[src/rtl/mc_pkg.sv]
// Shared types and field positions for the multicycle datapath.
// Assumes the fixed 32-bit instruction layout used by the sequencer.
package mc_pkg;
    localparam int OPC_LSB  = 26;
    localparam int RS_LSB   = 21;
    localparam int RT_LSB   = 16;
    localparam int RD_LSB   = 11;
    localparam int IMM_W    = 16;
    localparam int FIELD6_W = 6;

    localparam logic [5:0] FN_CODE_ADD = 6'h20;
    localparam logic [5:0] FN_CODE_SUB = 6'h22;
    localparam logic [5:0] FN_CODE_AND = 6'h24;
    localparam logic [5:0] FN_CODE_OR  = 6'h25;
    localparam logic [5:0] FN_CODE_SLT = 6'h2A;

    typedef enum logic [1:0] {
        AOP_ADD   = 2'b00,
        AOP_SUB   = 2'b01,
        AOP_FUNCT = 2'b10,
        AOP_RSVD  = 2'b11
    } alu_op_e;

    typedef enum logic [2:0] {
        ALU_ADD,
        ALU_SUB,
        ALU_AND,
        ALU_OR,
        ALU_SLT
    } alu_fn_e;

    typedef enum logic [1:0] {
        SRCB_REG   = 2'd0,
        SRCB_FOUR  = 2'd1,
        SRCB_IMM   = 2'd2,
        SRCB_IMMX4 = 2'd3
    } srcb_e;
endpackage

[src/rtl/mc_alu_ctrl.sv]
// ALU operation decoder: maps the 2-bit operation class and the funct
// field onto an ALU function. Assumes unknown codes should add.
module mc_alu_ctrl
    import mc_pkg::*;
(
    input  logic [1:0] alu_op,
    input  logic [5:0] funct,
    output alu_fn_e    fn
);
    // Purpose: pick the ALU function from class and funct.
    always_comb begin
        fn = ALU_ADD;
        case (alu_op_e'(alu_op))
            AOP_SUB:   fn = ALU_SUB;
            AOP_FUNCT: begin
                case (funct)
                    FN_CODE_SUB: fn = ALU_SUB;
                    FN_CODE_AND: fn = ALU_AND;
                    FN_CODE_OR:  fn = ALU_OR;
                    FN_CODE_SLT: fn = ALU_SLT;
                    default:     fn = ALU_ADD;
                endcase
            end
            default:   fn = ALU_ADD;
        endcase
    end
endmodule

[src/rtl/mc_alu.sv]
// Single shared ALU: add, subtract, AND, OR and signed set-less-than,
// with a zero flag on the result. Purely combinational.
module mc_alu
    import mc_pkg::*;
#(
    parameter int W = 32
) (
    input  logic [W-1:0] op_a,
    input  logic [W-1:0] op_b,
    input  alu_fn_e      fn,
    output logic [W-1:0] y,
    output logic         zero
);
    // Purpose: compute the selected operation.
    always_comb begin
        case (fn)
            ALU_SUB: y = op_a - op_b;
            ALU_AND: y = op_a & op_b;
            ALU_OR:  y = op_a | op_b;
            ALU_SLT: y = {{(W-1){1'b0}}, ($signed(op_a) < $signed(op_b))};
            default: y = op_a + op_b;
        endcase
    end

    // Purpose: flag an all-zero result for the branch compare.
    always_comb zero = (y == '0);
endmodule

[src/rtl/mc_regfile.sv]
// Register file with two combinational read ports and one write port.
// Entry 0 is not stored: it reads as zero and ignores writes.
// Assumes contents are undefined until software writes them.
module mc_regfile #(
    parameter int W     = 32,
    parameter int DEPTH = 32,
    parameter int AW    = $clog2(DEPTH)
) (
    input  logic          clk,
    input  logic          rst_n,
    input  logic [AW-1:0] rd_addr_a,
    input  logic [AW-1:0] rd_addr_b,
    output logic [W-1:0]  rd_data_a,
    output logic [W-1:0]  rd_data_b,
    input  logic          wr_en,
    input  logic [AW-1:0] wr_addr,
    input  logic [W-1:0]  wr_data
);
    logic [W-1:0] slots [DEPTH-1:1];

    // Purpose: write one register on the edge, skipping entry 0.
    always_ff @(posedge clk) begin
        if (wr_en && (wr_addr != '0)) begin
            slots[wr_addr] <= wr_data;
        end
    end

    // Purpose: read both ports, forcing entry 0 to zero.
    always_comb begin
        rd_data_a = (rd_addr_a == '0) ? '0 : slots[rd_addr_a];
        rd_data_b = (rd_addr_b == '0) ? '0 : slots[rd_addr_b];
    end


    rf_write_chk: assert property (@(posedge clk) disable iff (!rst_n)
        (wr_en && (wr_addr != '0)) |=> (slots[$past(wr_addr)] == $past(wr_data)));
endmodule

[src/rtl/mc_datapath.sv]
// Multicycle datapath: PC, IR, MDR, operand latches, ALU result register,
// register file, one shared ALU and the selection muxes. All control is
// external. Assumes memory read data is valid in the same cycle as the
// address, and that only PC and IR are gated; other registers reload
// every cycle so the single ALU can be reused across steps.
module mc_datapath
    import mc_pkg::*;
#(
    parameter int DATA_W  = 32,
    parameter int REG_CNT = 32
) (
    input  logic              clk,
    input  logic              rst_n,
    input  logic              ctl_pc_wr,
    input  logic              ctl_pc_wr_cond,
    input  logic              ctl_pc_sel,
    input  logic              ctl_addr_sel,
    input  logic              ctl_ir_wr,
    input  logic              ctl_mem_wr,
    input  logic              ctl_reg_wr,
    input  logic              ctl_dst_sel,
    input  logic              ctl_wb_sel,
    input  logic              ctl_srca_sel,
    input  logic [1:0]        ctl_srcb_sel,
    input  logic [1:0]        ctl_alu_op,
    input  logic [DATA_W-1:0] mem_rdata,
    output logic [DATA_W-1:0] mem_addr,
    output logic [DATA_W-1:0] mem_wdata,
    output logic              mem_wr,
    output logic [5:0]        opcode,
    output logic [5:0]        funct
);
    localparam int REG_AW = $clog2(REG_CNT);
    localparam int EXT_W  = DATA_W - IMM_W;

    logic [DATA_W-1:0] pc_q, ir_q, mdr_q, a_q, b_q, aluout_q;
    logic [DATA_W-1:0] rf_a, rf_b, imm_sx, imm_x4;
    logic [DATA_W-1:0] alu_in_a, alu_in_b, alu_y, pc_next, wb_data;
    logic [REG_AW-1:0] wb_addr;
    logic              alu_zero, pc_en;
    alu_fn_e           alu_fn;

    // Purpose: sign-extend the immediate, unscaled and word-scaled.
    always_comb begin
        imm_sx = {{EXT_W{ir_q[IMM_W-1]}}, ir_q[IMM_W-1:0]};
        imm_x4 = imm_sx << 2;
    end

    // Purpose: select both ALU operands.
    always_comb begin
        alu_in_a = ctl_srca_sel ? a_q : pc_q;
        case (srcb_e'(ctl_srcb_sel))
            SRCB_FOUR:  alu_in_b = DATA_W'(4);
            SRCB_IMM:   alu_in_b = imm_sx;
            SRCB_IMMX4: alu_in_b = imm_x4;
            default:    alu_in_b = b_q;
        endcase
    end

    mc_alu_ctrl u_alu_ctrl (
        .alu_op (ctl_alu_op),
        .funct  (ir_q[FIELD6_W-1:0]),
        .fn     (alu_fn)
    );

    mc_alu #(.W(DATA_W)) u_alu (
        .op_a (alu_in_a),
        .op_b (alu_in_b),
        .fn   (alu_fn),
        .y    (alu_y),
        .zero (alu_zero)
    );

    // Purpose: pick register write address and write data.
    always_comb begin
        wb_addr = ctl_dst_sel ? ir_q[RD_LSB +: REG_AW] : ir_q[RT_LSB +: REG_AW];
        wb_data = ctl_wb_sel  ? mdr_q : aluout_q;
    end

    mc_regfile #(.W(DATA_W), .DEPTH(REG_CNT), .AW(REG_AW)) u_rf (
        .clk       (clk),
        .rst_n     (rst_n),
        .rd_addr_a (ir_q[RS_LSB +: REG_AW]),
        .rd_addr_b (ir_q[RT_LSB +: REG_AW]),
        .rd_data_a (rf_a),
        .rd_data_b (rf_b),
        .wr_en     (ctl_reg_wr),
        .wr_addr   (wb_addr),
        .wr_data   (wb_data)
    );

    // Purpose: PC enable and source selection.
    always_comb begin
        pc_en   = ctl_pc_wr | (ctl_pc_wr_cond & alu_zero);
        pc_next = ctl_pc_sel ? aluout_q : alu_y;
    end

    // Purpose: gated PC and IR with synchronous active-low reset.
    always_ff @(posedge clk) begin
        if (!rst_n) begin
            pc_q <= '0;
            ir_q <= '0;
        end else begin
            if (pc_en)     pc_q <= pc_next;
            if (ctl_ir_wr) ir_q <= mem_rdata;
        end
    end

    // Purpose: ungated latches that reload every cycle.
    always_ff @(posedge clk) begin
        a_q      <= rf_a;
        b_q      <= rf_b;
        aluout_q <= alu_y;
        mdr_q    <= mem_rdata;
    end

    // Purpose: memory port and sequencer fields.
    always_comb begin
        mem_addr  = ctl_addr_sel ? aluout_q : pc_q;
        mem_wdata = b_q;
        mem_wr    = ctl_mem_wr;
        opcode    = ir_q[OPC_LSB +: FIELD6_W];
        funct     = ir_q[FIELD6_W-1:0];
    end


    pc_hold_chk: assert property (@(posedge clk) disable iff (!rst_n)
        (!ctl_pc_wr && !(ctl_pc_wr_cond && alu_zero)) |=> $stable(pc_q));


    pc_branch_chk: assert property (@(posedge clk) disable iff (!rst_n)
        (!ctl_pc_wr && ctl_pc_wr_cond && alu_zero && ctl_pc_sel) |=> (pc_q == $past(aluout_q)));


    ir_hold_chk: assert property (@(posedge clk) disable iff (!rst_n)
        !ctl_ir_wr |=> $stable(ir_q));


    ir_load_chk: assert property (@(posedge clk) disable iff (!rst_n)
        ctl_ir_wr |=> (ir_q == $past(mem_rdata)));


    latch_load_chk: assert property (@(posedge clk) disable iff (!rst_n)
        1'b1 |=> ((aluout_q == $past(alu_y)) && (mdr_q == $past(mem_rdata))));
endmodule

[config.mk]
export PLATFORM = sky130hd
export DESIGN_NAME = mc_datapath
export DESIGN_NICKNAME = d
export VERILOG_FILES = /design/src/rtl/mc_pkg.sv /design/src/rtl/mc_alu_ctrl.sv /design/src/rtl/mc_alu.sv /design/src/rtl/mc_regfile.sv /design/src/rtl/mc_datapath.sv
export SDC_FILE = /design/constraint.sdc
export NUM_CORES = 2
export LEC_CHECK = 0
export BUFFER_PORTS_ARGS = -buffer_cell sky130_fd_sc_hd__buf_2
export CELL_PAD_IN_SITES_DETAIL_PLACEMENT = 0
export CELL_PAD_IN_SITES_GLOBAL_PLACEMENT = 1
export CORE_MARGIN = 1
export CORE_UTILIZATION = 30
export DETAILED_ROUTE_END_ITERATION = 10
export PLACE_DENSITY = 0.61
export SLEW_MARGIN = 0
export SYNTH_ARGS = -nofsm -noshare
export SYNTH_HDL_FRONTEND = slang
export SYNTH_SLANG_ARGS = --single-unit
[constraint.sdc]
create_clock -name clk -period 15.25 [get_ports clk]
set_input_delay 1.525 -clock clk [delete_from_list [all_inputs] [get_ports clk]]
set_output_delay 1.525 -clock clk [all_outputs]
set_load 0.03 [all_outputs]
# After elaboration in Yosys (flattened, before gate mapping)
# Memory sizes are Yosys's and may differ from the RTL's. A register that Yosys moved wholly into a read port is not among the register bits.
# Cells that the tools add are included.
word_totals:
  regBits: 128
  ramBits: 992
  inputBits: 48
  out_inout_bits: 77
  word_cells: 41
  n_memories: 1
classes:
  add_sub_neg: 2
  n_lt_le_gt_ge: 1
  eq_ne: 13
  n_mux: 11
  bitwise_logic: 4
  reduce_logical: 5
memory_table:
  columns: ["memory", "depth", "width", "read_ports", "rd_clocked_by_memory_dff", "wr", "line", "rtl"]
  rows:
  - ["u_rf.slots", 31, 32, 2, 2, 1, "mc_regfile.sv:19", "logic [W-1:0] slots [DEPTH-1:1];"]
op_table:
  columns: ["cell", "count"]
  rows:
  - ["$mux 32", 4]
  - ["$pmux 32 s4", 1]
  - ["$pmux 32 s3", 1]
  - ["$add 32x32->32", 1]
  - ["$and 32x32->32", 1]
  - ["$logic_not 32->1", 1]
  - ["$lt 32x32->1", 1]
  - ["$or 32x32->32", 1]
  - ["$sub 32x32->32", 1]
  - ["$eq 6x6->1 const B", 4]
  - ["$pmux 3 s4", 1]
  - ["$logic_not 5->1", 2]
  - ["$eq 2x2->1 const B", 3]
  - ["$eq 3x2->1 const B", 2]
  - ["$pmux 3 s2", 1]
  - ["$mux 5", 1]
  - ["$reduce_bool 5->1", 1]
  - ["$eq 2x1->1 const B", 2]
  - ["$eq 3x1->1 const B", 1]
  - ["$eq 3x3->1 const B", 1]
  - ["$mux 1", 2]
  - ["$and 1x1->1", 1]
  - ["$logic_and 1x1->1", 1]
  - ["$or 1x1->1", 1]

# Depth between registers and ports, before layout
depth:
  ltp_word: 8
  mapped_depth: 19
  ltp_nobuf: 17

# Modules after synthesis
# Synthesis repeated with hierarchy kept, for this count alone.
hier_totals:
  hier_cells: 4008
  area_unflattened_um2: 59428.2
modules_own_cells:
  columns: ["mod", "n_inst", "cells_per_inst", "area_per_inst_um2", "seq_area_each_um2"]
  rows:
  - ["mc_regfile", 1, 2593, 46489.6, 29788.6]
  - ["mc_datapath", 1, 567, 7305.8, 3843.7]
  - ["mc_alu", 1, 835, 5521.5, 0.0]
  - ["mc_alu_ctrl", 1, 13, 111.4, 0.0]

# Worst setup path after synthesis
# OpenSTA, ideal clock, no wires.
synth_timing:
  kind: "input -> register"
  startpoint: "input port ctl_srcb_sel[1]"
  endpoint: "register pc_q[25]"
  setup_ns: 0.123
  t_arrival_ns: 6.015
  t_required_ns: 15.127
  setup_slack_ns: 9.112
  cell_stages: 19
  path_buffers: 3
  cell_sequence: "clkbuf_1 > clkbuf_1 > mux2i_1 > nor2_1 > ha_1 > inv_1 > fa_1 > nand2b_1 > a21oi_1 > o21ai_0 > a221oi_1 > o22ai_1 > or4_1 > or4_1 > nor4_1 > and4b_2 > a31oi_4 > buf_6 > mux2i_1"
synth_via:
  elab_chain_len: 7
  elab_cells_between_ends: 14
  cone_classes: "add/sub (2); order compare (1); eq/ne (3); mux (3); bitwise (4); reduce/logical (1)"
synth_rtl:
  columns: ["item", "line", "rtl"]
  rows:
  - ["start: declaration", "mc_datapath.sv:24", "input logic [1:0] ctl_srcb_sel,"]
  - ["$eq 2x2->1 / $eq 2x1->1 (equally long branches)", "mc_datapath.sv:52", "case (srcb_e'(ctl_srcb_sel))"]
  - ["$pmux 32 s3 *", "mc_datapath.sv:52", null]
  - ["$add 32x32->32 (tied with other cells)", "mc_alu.sv:21", "default: y = op_a + op_b;"]
  - ["$pmux 32 s4 *", "mc_alu.sv:16", "case (fn)"]
  - ["net alu_y[8]", "mc_datapath.sv:38", "logic [DATA_W-1:0] alu_in_a, alu_in_b, alu_y, pc_next, wb_data;"]
  - ["$logic_not 32->1 *", "mc_alu.sv:26", "always_comb zero = (y == '0);"]
  - ["$and 1x1->1 *", "mc_datapath.sv:94", "pc_en = ctl_pc_wr | (ctl_pc_wr_cond & alu_zero);"]
  - ["$or 1x1->1 *", "mc_datapath.sv:94", null]
  - ["end signal: assignment", "mc_datapath.sv:104", "if (pc_en) pc_q <= pc_next;"]
  - ["end: declaration", "mc_datapath.sv:36", "logic [DATA_W-1:0] pc_q, ir_q, mdr_q, a_q, b_q, aluout_q;"]
# The timed path passes the listed nets; every way through them passes the cells marked *.
# A chain may end at the register's enable or synchronous reset.

# Worst setup path after layout
layout_timing:
  startpoint: "input port ctl_srcb_sel[1]"
  endpoint: "register pc_q[7]"
layout_via:
  elab_chain_len: 7
  elab_cells_between_ends: 14
  cone_classes: "add/sub (2); order compare (1); eq/ne (3); mux (3); bitwise (4); reduce/logical (1)"
layout_rtl:
  columns: ["item", "line"]
  rows:
  - ["$eq 2x2->1 / $eq 2x1->1 (equally long branches)", "mc_datapath.sv:52"]
  - ["$pmux 32 s3 *", "mc_datapath.sv:52"]
  - ["$add 32x32->32 (tied with other cells)", "mc_alu.sv:21"]
  - ["$pmux 32 s4 *", "mc_alu.sv:16"]
  - ["net alu_y[0]", "mc_datapath.sv:38"]
  - ["$logic_not 32->1 *", "mc_alu.sv:26"]
  - ["$and 1x1->1 *", "mc_datapath.sv:94"]
  - ["$or 1x1->1 *", "mc_datapath.sv:94"]
# Marked as above.

==> results.json <==
{
  "relSlewSlack_pct": 12.59,
  "syn_area_sq_mm": 0.05822,
  "place_area_sq_mm": 0.06188,
  "critPathCaptureType": "register",
  "design_area_sq_mm": 0.06601,
  "syn_nets": 3906,
  "maxCapViolations": 0,
  "hold_path_class": "register to register",
  "synth_warnings": 0,
  "wl_per_cell_um": 30.46,
  "vias": 36656,
  "synth_seq_cells": 1184,
  "via_per_inst": 5.688,
  "drt_iter0_markers": 3693,
  "drtPass1Iterations": 5,
  "cts.htree.levels": 4,
  "final_common_cell": "edfxtp_1",
  "drc": 0,
  "num_io_pins": 125,
  "finalNonFillerCells": 6445,
  "nets": 3959,
  "crit_type": "primary input to register",
  "die_x_um": 442.5,
  "cp_max_fo": 30,
  "use_met2_pct": 32.65,
  "cts_root_buf": "clkbuf_16",
  "p_leak_nw": 20.92,
  "placedCellCount": 6204,
  "min_period_over_period_pct": 45.71,
  "first_global_vias": 36970,
  "maxSlewViolCount": 0,
  "worst_ep_arrival_time_ns": 7.59,
  "antenna_found_initial": 13,
  "ys_seq_area_share_pct": 57.77,
  "gr-usage-met1_pct": 26.63,
  "cts_max_path_buffers": 3,
  "core-area_sq_mm": 0.1926,
  "overflow": 0,
  "globalplace.congestion": 0.8702,
  "p_per_area_mw_per_mm2": 127.8,
  "clk_pin_slew_worst_paths_ns": 0.07,
  "max_freq_mhz": 143.5,
  "rows": 161,
  "worst-endpoint-required_ns": 15.87,
  "portBuffers": 122,
  "start_util_pct": 30.23,
  "rsz0062_at_grt": "false",
  "cts_tree": "done",
  "cts_buffers": 131,
  "met3_usage_pct": 3.123,
  "routed_wl_um": 196300,
  "setup_viol_count_final": 0,
  "dp_hpwl_um": 123700,
  "most-common-layout-cells": "edfxtp_1 (992), mux4_2 (440), mux2i_1 (219)",
  "holdWs_ns": 0.4756,
  "synth_cells": 3758,
  "grt_max_degree": 117,
  "async_reset_ff_share_pct": 0,
  "cts_resized": 0,
  "finalHoldViolCount": 0,
  "syn2layout_area_growth_pct": 13.37,
  "critPathLaunchType": "primary input",
  "drive_above_1_share_pct": 28.53,
  "clkSinkCount": 1184,
  "tightestPinTransition_ns": 1.301,
  "status": "finished clean",
  "post_cts_buffers": 0,
  "fin_tns_setup_ns": 0,
  "nFillCells": 18295,
  "avgSynthCellArea_sq_um": 15.49,
  "seq_area_sq_mm": 0.03367,
  "ys_types": 89,
  "top_usage_layer": "met2",
  "hold_buffers": 0,
  "multi_input_area_sq_mm": 0.02324,
  "synth_flop_cell": "edfxtp_1",
  "clk_latency_ns": 0.77,
  "grt_first_pass_wirelength_um": 278600,
  "ir_drop_mv": 0.1078,
  "die-area_sq_mm": 0.1958,
  "period_minus_slack_ns": 6.970,
  "track_usage_pct": 19.74,
  "synth_edf_count": 992,
  "final_antenna_net_count": 0,
  "skew_ns": 0.03231,
  "die_h_um": 442.5
}
## final timing paths
path / from / endpoint / cells after the start / slack [ns]
setup / recovery: ctl_srcb_sel[1] / pc_q[7] / 18 / 8.28
hold / removal: pc_q[2] / pc_q[2] / 2 / 0.48
setup reg to reg: ir_q[15] / pc_q[7] / 18 / 9.42
hold reg to reg: pc_q[2] / pc_q[2] / 2 / 0.48
## logic make-up after synthesis
| family | after synthesis | synth area share [%] |
|---|---|---|
| muxes | 854 | 24.56 |
| and+or+nand+nor | 540 | 4.562 |
| DFF | 1184 | 57.77 |
| adders and majority gates | 100 | 2.175 |
| buffers and inverters | 409 | 2.826 |
| xor gates and xnor gates | 9 | 0.1354 |
| AOI/OAI and AO/OA | 662 | 7.977 |
## flip-flops by register name (all words and copies together) (netlist names)
signal	count
aluout_q	32
a_q	32
mdr_q	32
u_rf.slots	992
ir_q	32
pc_q	32
mem_wdata	32
## per-layer routing
layer / wire length, um / up-vias / share of wire (%)
li1: - / 15415 / -
met1: 81750 / 19421 / 42
met2: 95300 / 1546 / 49
met3: 14020 / 274 / 7.1
met4: 5256 / 0 / 2.7
met5: 0 / - / 0
## Yosys cell counts (69+ instances only)
library cell	count	share of area, %
edfxtp_1	992	51
mux4_2	440	17
mux2i_1	219	3.8
clkbuf_1	201	1.3
mux2_2	195	3.8
dfxtp_1	192	6.6
nor2_1	156	1.0
a21oi_1	148	1.3
o21ai_0	125	1.1
a221oi_1	113	1.7
nand2_1	111	0.72
inv_1	104	0.67
ha_1	98	2.1
nor3_1	90	0.77
buf_1	69	0.44
## through the flow
stage | setup WS [ns] | power (mW) | utilization (%)
floorplan | 9.112 | 4.833 | -
global placement | 7.426 | 5.411 | 32.13
detailed placement | 7.445 | 5.414 | 32.13
CTS | 8.245 | 8.476 | 34.27
global route | 7.917 | 8.721 | 34.27
finish | 8.280 | 8.437 | 34.28
## power by group
group	switching (mW)	internal, mW
clock network	1.30	1.77
logic	0.998	0.485
registers	0.124	3.76
## final cells by class
type,instances,area share (%)
sequential,1184,51.01
multi-input combinational,2165,35.22
clock buffer,188,5.596
tap,2526,4.788
timing repair buffer,223,2.131
clock inverter,49,0.6426
inverter,106,0.6028
antenna,4,0.01516
## critical path, stage by stage
cell and delay (ns):
buf_2 0.08, buf_4 0.33, and2_0 0.86, nand2_1 0.10, o21ai_0 0.15, ha_1 0.43
nor3_1 0.77, o31ai_1 0.17, a21o_1 0.30, o22a_1 0.28, a21oi_1 0.40, nand3_1 0.31
nand2_1 0.21, o21ai_0 0.33, nor3_1 0.59, a31oi_4 0.14, buf_4 0.33, mux2i_1 0.20
No activity file was read; power rests on OpenSTA's default activity.
